## src/rtl/hsc_pkg.sv

```systemverilog
package hsc_pkg;

  // Strobes from the control decision to the counters
  typedef struct packed {
    logic fire;       // accept a sync edge: start pulse and holdoff
    logic gateStart;  // open the AGC sense gate
  } hscStrobe_t;

  typedef enum logic {
    GATE_FROM_TIP   = 1'b0,
    GATE_FROM_PORCH = 1'b1
  } gateSrc_t;

endpackage

```

## src/rtl/hsc_edge_sync.sv

```systemverilog
module hsc_edge_sync #(
  parameter int STAGES = 2
) (
  input  logic clk,
  input  logic rst,
  input  logic din,
  output logic level,
  output logic rise
);
  // pipe[STAGES-1] is the synchronized level, pipe[STAGES] its previous value
  logic [STAGES:0] pipe;

  always_ff @(posedge clk) begin
    if (rst) pipe <= '0;
    else     pipe <= {pipe[STAGES-1:0], din};
  end

  assign level = pipe[STAGES-1];
  assign rise  = pipe[STAGES-1] & ~pipe[STAGES];
endmodule

```

## src/rtl/hsc_downcnt.sv

```systemverilog
module hsc_downcnt #(
  parameter int W = 8
) (
  input  logic         clk,
  input  logic         rst,
  input  logic         load,
  input  logic [W-1:0] loadVal,
  output logic         active
);
  logic [W-1:0] cnt;

  always_ff @(posedge clk) begin
    if (rst)               cnt <= '0;
    else if (load)         cnt <= loadVal;
    else if (cnt != '0)    cnt <= cnt - 1'b1;
  end

  assign active = (cnt != '0);
endmodule

```

## src/rtl/hsc_control.sv

```systemverilog
module hsc_control
  import hsc_pkg::*;
(
  input  logic       csRise,
  input  logic       bpRise,
  input  logic       secamEn,
  input  logic       holdActive,
  output hscStrobe_t strb
);
  gateSrc_t gateSrc;
  logic     accept;

  assign gateSrc = secamEn ? GATE_FROM_PORCH : GATE_FROM_TIP;
  // Non-retriggerable: edges are only taken while the holdoff is idle
  assign accept  = csRise & ~holdActive;

  always_comb begin
    strb.fire = accept;
    unique case (gateSrc)
      GATE_FROM_TIP:   strb.gateStart = accept;
      GATE_FROM_PORCH: strb.gateStart = bpRise;
      default:         strb.gateStart = 1'b0;
    endcase
  end
endmodule

```

## src/rtl/hsc_datapath.sv

```systemverilog
module hsc_datapath
  import hsc_pkg::*;
#(
  parameter int PERIOD_W  = 12,
  parameter int PULSE_LEN = 4,
  parameter int GATE_LEN  = 6
) (
  input  logic                clk,
  input  logic                rst,
  input  hscStrobe_t          strb,
  input  logic [PERIOD_W-1:0] linePeriod,
  output logic                holdActive,
  output logic                hSyncOut,
  output logic                agcGate
);
  localparam int PULSE_W = $clog2(PULSE_LEN + 1);
  localparam int GATE_W  = $clog2(GATE_LEN + 1);
  localparam int WIDE_W  = PERIOD_W + 2;

  logic [WIDE_W-1:0]   tripled;
  logic [PERIOD_W-1:0] holdLen;

  // three quarters of the line period: (3 * period) >> 2
  assign tripled = ({2'b00, linePeriod} << 1) + {2'b00, linePeriod};
  assign holdLen = tripled[WIDE_W-1:2];

  hsc_downcnt #(.W(PERIOD_W)) u_holdCnt (
    .clk(clk), .rst(rst), .load(strb.fire),
    .loadVal(holdLen), .active(holdActive)
  );

  hsc_downcnt #(.W(PULSE_W)) u_pulseCnt (
    .clk(clk), .rst(rst), .load(strb.fire),
    .loadVal(PULSE_W'(PULSE_LEN)), .active(hSyncOut)
  );

  hsc_downcnt #(.W(GATE_W)) u_gateCnt (
    .clk(clk), .rst(rst), .load(strb.gateStart),
    .loadVal(GATE_W'(GATE_LEN)), .active(agcGate)
  );
endmodule

```

## src/rtl/hsync_cleaner.sv

```systemverilog
module hsync_cleaner
  import hsc_pkg::*;
#(
  parameter int PERIOD_W  = 12,
  parameter int PULSE_LEN = 4,
  parameter int GATE_LEN  = 6,
  parameter int SYNC_STAGES = 2
) (
  input  logic                clk,
  input  logic                rst,
  input  logic                compSync,
  input  logic                backPorch,
  input  logic                secamEn,
  input  logic [PERIOD_W-1:0] linePeriod,
  output logic                hSyncOut,
  output logic                agcGate
);
  logic       csLevel, csRise, bpLevel, bpRise, holdActive;
  hscStrobe_t strb;

  hsc_edge_sync #(.STAGES(SYNC_STAGES)) u_csSync (
    .clk(clk), .rst(rst), .din(compSync), .level(csLevel), .rise(csRise)
  );

  hsc_edge_sync #(.STAGES(SYNC_STAGES)) u_bpSync (
    .clk(clk), .rst(rst), .din(backPorch), .level(bpLevel), .rise(bpRise)
  );

  hsc_control u_ctrl (
    .csRise(csRise), .bpRise(bpRise), .secamEn(secamEn),
    .holdActive(holdActive), .strb(strb)
  );

  hsc_datapath #(
    .PERIOD_W(PERIOD_W), .PULSE_LEN(PULSE_LEN), .GATE_LEN(GATE_LEN)
  ) u_dp (
    .clk(clk), .rst(rst), .strb(strb), .linePeriod(linePeriod),
    .holdActive(holdActive), .hSyncOut(hSyncOut), .agcGate(agcGate)
  );

  logic unusedLevels;
  assign unusedLevels = csLevel ^ bpLevel;
endmodule

```

## config.mk

```make
export PLATFORM = sky130hd
export DESIGN_NAME = hsync_cleaner
export DESIGN_NICKNAME = d
export VERILOG_FILES = /design/src/rtl/hsc_pkg.sv /design/src/rtl/hsc_edge_sync.sv /design/src/rtl/hsc_downcnt.sv /design/src/rtl/hsc_control.sv /design/src/rtl/hsc_datapath.sv /design/src/rtl/hsync_cleaner.sv
export SDC_FILE = /design/constraint.sdc
export NUM_CORES = 1
export LEC_CHECK = 0
export BUFFER_PORTS_ARGS = -buffer_cell sky130_fd_sc_hd__buf_2
export CORE_MARGIN = 10
export CORE_UTILIZATION = 45
export CTS_BUF_LIST = sky130_fd_sc_hd__clkbuf_4 sky130_fd_sc_hd__clkbuf_8
export DETAILED_ROUTE_END_ITERATION = 12
export GPL_TIMING_DRIVEN = 0
export PLACE_DENSITY_LB_ADDON = 0.25
export SLEW_MARGIN = 20
export SYNTH_ARGS = -nofsm -noshare
export SYNTH_HDL_FRONTEND = slang
export SYNTH_HIERARCHICAL = 1
export SYNTH_SLANG_ARGS = --single-unit
```

## constraint.sdc

```tcl
create_clock -name clk -period 3.2 [get_ports clk]
set_input_delay 0.64 -clock clk [delete_from_list [all_inputs] [get_ports clk]]
set_output_delay 0.64 -clock clk [all_outputs]
set_load 0.02 [all_outputs]
```

==> results of run 1 <==
-- worst max-delay path, stage by stage, from the launching register on --
cell	delay (ns)
dfxtp_1	0.37
nor4_1	0.60
nand4_1	0.50
nor2b_4	0.22
buf_4	0.19
clkbuf_1	0.34
nor2_1	0.12
a32o_1	0.26
-- cell families after synthesis --
kind of cell / after synthesis / synth area share, %
xor+xnor: 13 / 6.12
other cells: 2 / 0.403
mux: 3 / 1.68
buf+inv: 15 / 3.23
simple gates: 92 / 29.6
compound gates: 46 / 20.0
fa+ha+maj: 19 / 13.2
flops: 24 / 25.8
-- flip-flops by register name, indices dropped and copies added, names as in the netlist --
name                 count
u_dp/u_holdCnt/cnt      12
u_csSync/pipe            3
u_dp/u_pulseCnt/cnt      3
u_dp/u_gateCnt/cnt       3
u_bpSync/pipe            3
-- area by class of cell --
type / instances / area [sq um] / area share (%)
multi-input cells: 179 / 1340 / 63.6
flip-flops and latches: 24 / 480 / 22.9
repair buffers: 18 / 90.1 / 4.29
well taps: 50 / 62.6 / 2.98
inverters: 12 / 45.0 / 2.14
clock buffers: 3 / 41.3 / 1.97
clock inverters: 1 / 30.0 / 1.43
plain buffers: 3 / 15.0 / 0.715
-- metrics by stage --
| step | worst slack, ns | hold slack (ns) |
|---|---|---|
| after CTS | 0.533 | 0.442 |
| after floorplan | 0.935 | 0.414 |
| after detailed placement | 0.541 | 0.420 |
| after global routing | 0.137 | 0.455 |
| after global placement | 0.568 | 0.418 |
| final | 0.492 | 0.440 |
-- worst max-delay path by stage --
stage | start | endpoint | slack (ns) | cells after the start
6_report | u_dp/u_holdCnt/cnt[2] | u_dp/u_holdCnt/cnt[3] | 0.49 | 7
2_1_floorplan | linePeriod[1] | u_dp/u_holdCnt/cnt[9] | 0.93 | 9
5_1_grt | u_dp/u_holdCnt/cnt[2] | u_dp/u_holdCnt/cnt[7] | 0.14 | 8
3_3_place_gp | u_dp/u_holdCnt/cnt[2] | u_dp/u_holdCnt/cnt[3] | 0.57 | 7
3_5_place_dp | linePeriod[1] | u_dp/u_holdCnt/cnt[9] | 0.54 | 10
4_1_cts | u_dp/u_holdCnt/cnt[2] | u_dp/u_holdCnt/cnt[3] | 0.53 | 7
-- layer usage --
metal	global-route usage, %	up-vias	routed length [um]
li1	-	828	-
met1	12.5	685	1790
met2	15.6	18	1570
met3	1.35	5	74
met4	4.87	0	64
met5	0	-	0
-- power by group --
| group | total (mW) | switching [mW] | internal [mW] |
|---|---|---|---|
| logic | 0.780 | 0.404 | 0.376 |
| clock network | 0.264 | 0.0966 | 0.167 |
| registers | 0.472 | 0.0843 | 0.387 |
| total | 1.52 | 0.585 | 0.931 |
-- cells in the final DEF, fill, tap and decap left out, drive strengths merged, types with 3 or more instances in the layout --
| cell type | n |
|---|---|
| xor2 | 4 |
| conb | 6 |
| nor4 | 4 |
| o21ai | 6 |
| nor2b | 20 |
| a21oi | 9 |
| inv | 12 |
| xnor2 | 9 |
| or4 | 3 |
| or3b | 3 |
| buf | 19 |
| nor4b | 4 |
| ha | 18 |
| a2111oi | 5 |
| dfxtp | 24 |
| a311oi | 4 |
| nand2 | 18 |
| nand2b | 4 |
| nor3 | 4 |
| nor2 | 19 |
| clkbuf | 5 |
| a21o | 3 |
==> impl_metrics.env, run 1 <==
export IMPL_r2r_start="u_dp/u_holdCnt/cnt[2]"
export IMPL_worst_ir_drop_vdd_mv=0.337
export IMPL_start_util_pct=46.5
export IMPL_clock_sinks=24
export IMPL_portBuffers=18
export IMPL_cts_setup_buffers=0
export IMPL_rr_endpoint="u_dp/u_holdCnt/cnt[3]"
export IMPL_cts_buffers=3
export IMPL_ios=19
export IMPL_final_cells=290
export IMPL_syn_to_final_growth_pct=12.8
export IMPL_netlist_top_cells_count="dfxtp_1 (24), ha_1 (18), nand2_1 (18), nor2_1 (18), nor2b_1 (17)"
export IMPL_setup_viol=0
export IMPL_antenna_found_initial=0
export IMPL_hold_viol=0
export IMPL_placedInstanceArea_sq_mm=0.00203
export IMPL_dr_pass1_iters=4
export IMPL_start_kind="flip-flop"
export IMPL_drt_iter0_drc=72
export IMPL_fin_crit_ns=2.71
export IMPL_die_h_um=84.3
export IMPL_dieArea_sq_mm=0.00711
export IMPL_drive_gt1_share_pct=16.7
export IMPL_worst_ep_arrival_time_ns=2.87
export IMPL_grt_max_degree=17
export IMPL_dp_hpwl_um=2730
export IMPL_coreArea_sq_mm=0.00400
export IMPL_slew_viol_final=0
export IMPL_htree_num_levels=1
export IMPL_synthesis_area_sq_mm=0.00186
export IMPL_synth_top_cell_area_share_pct=25.8
export IMPL_cp_required_ns=3.36
export IMPL_fmax_ghz=0.369
export IMPL_synth_main_ff_cell="dfxtp_1"
export IMPL_seq_area_frac_synth_pct=25.8
export IMPL_n_antenna_cell=0
export IMPL_hp_start="u_csSync/pipe[0]"
export IMPL_cts_tree="yes"
export IMPL_synth_edff_count=0
export IMPL_crit_path_end_kind="flip-flop"
export IMPL_place_inst=286
export IMPL_max_cap_violations=0
export IMPL_post_route_period_util_pct=84.6
export IMPL_hp_class="flip-flop to flip-flop"
export IMPL_final_core_util_pct=52.5
export IMPL_setup_tns_ns=0
export IMPL_synth_most_common_cell="dfxtp_1"
export IMPL_yosysWarnings=6
export IMPL_drc=0
export IMPL_max_slew_margin_pct=57.8
export IMPL_fin_skew_ns=0.00558
export IMPL_synth_area_leaders="dfxtp_1 (26%), ha_1 (12%), nor2b_1 (5.7%)"
export IMPL_min_to="u_csSync/pipe[1]"
export IMPL_fillers=390
export IMPL_status="complete, no violations"
export IMPL_tightestPinTransition_ns=0.627
export IMPL_syn_inst=214
export IMPL_p_total_mw=1.52
export IMPL_syn_area_per_cell_sq_um=8.70
export IMPL_crit_path_max_fanout=11
export IMPL_die_w_um=84.3
export IMPL_wl_per_cell_um=12.1
export IMPL_fp_row_count=23
export IMPL_ys_types=58
export IMPL_cts_buffer_depth=2
export IMPL_grt_pass1_wl_um=6180
export IMPL_powerDensity_mw_per_mm2=722
export IMPL_leakage_nw=0.859
export IMPL_final_cell_area_sq_mm=0.00210
export IMPL_grt_overflow=0
export IMPL_track_usage_pct=9.80
export IMPL_wirelength_um=3500
export IMPL_vias_per_cell=5.30
export IMPL_ys_seq_elements=24
export IMPL_reg2reg_setup_slack_ns=0.49
export IMPL_critPathKind="flip-flop to flip-flop"
export IMPL_nets=277
export IMPL_synth_largest_area_cell="dfxtp_1"
export IMPL_gp_congestion=0.818
export IMPL_path_clk_slew_ns=0.09
export IMPL_grt_pass1_vias=1454
export IMPL_num_vias=1536
export IMPL_reg2reg_depth=7
export IMPL_cts_root_buf="clkbuf_8"
export IMPL_rsz0062_at_grt="false"
export IMPL_post_cts_resized=0
export IMPL_clk_latency_ns=0.27
export IMPL_worstHoldPathCells=1
export IMPL_ys_async_sr_fraction_pct=0
export IMPL_ant_nets=0
export IMPL_hold_buffers=0
Note: power is estimated with default switching activity, not from simulation.
==> run 2: changes to the inputs <==
--- a/config.mk
+++ b/config.mk
@@ -5,6 +5,7 @@
 export SDC_FILE = /design/constraint.sdc
 export NUM_CORES = 1
 export LEC_CHECK = 0
+export ABC_AREA = 1
 export BUFFER_PORTS_ARGS = -buffer_cell sky130_fd_sc_hd__buf_2
 export CORE_MARGIN = 10
 export CORE_UTILIZATION = 45
==> constraint.sdc (replaced) <==
create_clock -name clk -period 2.3 [get_ports clk]
set_input_delay 0.46 -clock clk [delete_from_list [all_inputs] [get_ports clk]]
set_output_delay 0.46 -clock clk [all_outputs]
set_load 0.02 [all_outputs]
==> run 2 against run 1 <==
  * Global-route usage is 2.3 points higher
  * Clock skew is 0.0012 ns lower
  * Sequential share of layout area is 2.2 points lower
  * Fmax is 33% higher
  * Area after synthesis is 12% higher
  * Routed wire length is 23% higher
  * Clock power is 42% higher
  * Final area is 11% higher
  * Combinational power is 95% higher
  * Synthesized cell count is 58% higher
  * Sequential power is 43% higher
==> impl_metrics.env, run 2 <==
export IMPL_status="complete, no violations"
export IMPL_final_cell_area_sq_mm=0.00233
export IMPL_comb_power_share_pct=59.1
export IMPL_critPathKind="flip-flop to flip-flop"
export IMPL_crit_top_cell="inv_1"
export IMPL_synth_edff_count=0
export IMPL_cts_tree="yes"
export IMPL_nets=401
export IMPL_fp_row_count=24
export IMPL_synth_main_ff_cell="dfxtp_1"
export IMPL_holdWs_ns=0.382
export IMPL_hold_viol=0
export IMPL_layout_cells_most_common="nand2_1"
export IMPL_switching_power_mw=1.18
export IMPL_cts_buffer_depth=2
export IMPL_ios=19
export IMPL_path_clk_slew_ns=0.09
export IMPL_yosysWarnings=6
export IMPL_placedInstanceArea_sq_mm=0.00226
export IMPL_grt_max_degree=16
export IMPL_reg2reg_setup_slack_ns=0.26
export IMPL_fmax_ghz=0.491
export IMPL_netlist_top_cells_count="nand2_1 (94), inv_1 (57), nor2_1 (37), dfxtp_1 (24), nand3_1 (21)"
export IMPL_start_kind="flip-flop"
export IMPL_cts_root_buf="clkbuf_8"
export IMPL_slowest_delay_ns=0.30
export IMPL_hp_class="input pin to flip-flop"
export IMPL_cts_buffers=3
export IMPL_seq_area_frac_synth_pct=23.0
export IMPL_fin_skew_ns=0.00435
export IMPL_die_h_um=88.1
export IMPL_synth_area_leaders="dfxtp_1 (23%), nand2_1 (17%), ha_1 (11%)"
export IMPL_mostFrequentLayoutCells="nand2_1 (94), inv_1 (57), nor2_1 (37)"
export IMPL_post_route_period_util_pct=88.6
export IMPL_cp_cell_sequence="inv_1, ha_1, inv_1, nor3_1, nand4_1, nor2_1, buf_4, inv_1, or2_2, nand3_1, nor2_1"
export IMPL_ys_types=29
export IMPL_syn_to_final_growth_pct=11.6
export IMPL_wirelength_um=4290
export IMPL_swShare_pct=46.0
export IMPL_synth_most_common_cell="nand2_1"
export IMPL_syn_area_per_cell_sq_um=6.18
export IMPL_ys_seq_elements=24
export IMPL_syn_inst=338
export IMPL_num_vias=1982
export IMPL_worst_ir_drop_vdd_mv=0.365
export IMPL_n_antenna_cell=0
export IMPL_vias_per_cell=4.76
export IMPL_grt_pass1_vias=1893
export IMPL_largest_reg_flops=12
export IMPL_cts_setup_buffers=0
export IMPL_post_cts_resized=0
export IMPL_drt_iter0_drc=105
export IMPL_wl_per_cell_um=10.3
export IMPL_setup_tns_ns=0
export IMPL_die_w_um=88.1
export IMPL_max_cap_violations=0
export IMPL_setup_viol=0
export IMPL_rsz0062_at_grt="false"
export IMPL_dp_hpwl_um=3520
export IMPL_antenna_found_initial=0
export IMPL_coreArea_sq_mm=0.00441
export IMPL_gp_congestion=0.840
export IMPL_clk_latency_ns=0.27
export IMPL_p_total_mw=2.57
export IMPL_slew_viol_final=0
export IMPL_cp_required_ns=2.45
export IMPL_ys_async_sr_fraction_pct=0
export IMPL_start_util_pct=47.3
export IMPL_grt_overflow=0
export IMPL_crit_path_end_kind="flip-flop"
export IMPL_worst_ep_arrival_time_ns=2.19
export IMPL_htree_num_levels=1
export IMPL_drive_gt1_share_pct=14.3
export IMPL_synthesis_area_sq_mm=0.00209
export IMPL_track_usage_pct=12.1
export IMPL_drc=0
export IMPL_portBuffers=18
export IMPL_cpMaxStageDelayCell="dfxtp_1"
export IMPL_powerDensity_mw_per_mm2=1100
export IMPL_clkPwrFrac_pct=14.6
export IMPL_synth_largest_area_cell="dfxtp_1"
export IMPL_dr_pass1_iters=4
export IMPL_p_int_mw=1.39
export IMPL_crit_path_max_fanout=10
export IMPL_leakage_nw=1.27
export IMPL_power_frac_seq_pct=26.3
export IMPL_clock_sinks=24
export IMPL_synth_top_cell_area_share_pct=23.0
export IMPL_ant_nets=0
export IMPL_hold_buffers=0
export IMPL_regMostFlops="u_dp/u_holdCnt/cnt"
export IMPL_dieArea_sq_mm=0.00777
export IMPL_grt_pass1_wl_um=7890
export IMPL_fin_crit_ns=2.04
==> run 2: cell types whose count changed after synthesis, sizes merged, moves of 7 or more <==
cell,change
nand4,+7
nand3,+25
nand2,+81
nor2b,-20
a21oi,+11
inv,+50
nor2,+26
==> run 2: path summary, 6_finish.rpt <==
kind,startpoint,end,depth (start not counted)
worst max-delay path,u_dp/u_holdCnt/cnt[0],u_dp/u_holdCnt/cnt[8],11
worst min-delay path,compSync,u_csSync/pipe[0],3
worst max register to register,u_dp/u_holdCnt/cnt[0],u_dp/u_holdCnt/cnt[8],11
worst min register to register,u_csSync/pipe[0],u_csSync/pipe[1],2
==> run 2: kinds of logic after synthesis <==
family	share of synthesized area, %
AND/OR/NAND/NOR	39.5
buffers and inverters	11.9
AO/OA/AOI/OAI	9.65
flip-flops	23.0
adder cells (fa/ha/maj)	11.7
XOR/XNOR	3.77
other	0.360
==> run 2: layout make-up <==
cell class | count | area [sq um]
clock inverter | 1 | 30.0
buffer | 3 | 16.3
inverter | 62 | 233
sequential | 24 | 480
timing repair buffer | 18 | 90.1
clock buffer | 3 | 41.3
tap | 52 | 65.1
multi-input combinational | 253 | 1370
fill | 461 | 2080
==> run 2: through the flow <==
stage                     util [%]  setup slack [ns]  cells
after floorplan                  -             0.520    342
after global placement        51.2             0.276    412
after detailed placement      51.2             0.267    412
after CTS                     52.8             0.248    416
after global routing          52.8            0.0947    416
final                         52.8             0.262    416
==> run 2: layer usage <==
metal  vias to the layer above  wire [um]  GRT usage, %
met5                         -          0             0
met4                         0         68          4.28
met3                         5        103          1.76
met2                        20       1940          20.4
met1                       858       2180          15.3
li1                       1099          -             -
==> run 2: critical path, delay by kind of cell, from the launching register on <==
kind                       cells  cell delay, ns
DFF                            1            0.30
and+or+nand+nor                6            0.84
buffers and inverters          4            0.57
adders and majority gates      1            0.21
==> run 2: power by group through the flow <==
| stage | registers (mW) | logic, mW | clock network, mW |
|---|---|---|---|
| CTS | 0.675 | 1.53 | 0.387 |
| finish | 0.676 | 1.52 | 0.374 |
| detailed placement | 0.682 | 1.51 | 0 |
| floorplan | 0.660 | 1.24 | 0 |
| global route | 0.695 | 1.78 | 0.398 |
| global placement | 0.682 | 1.50 | 0 |
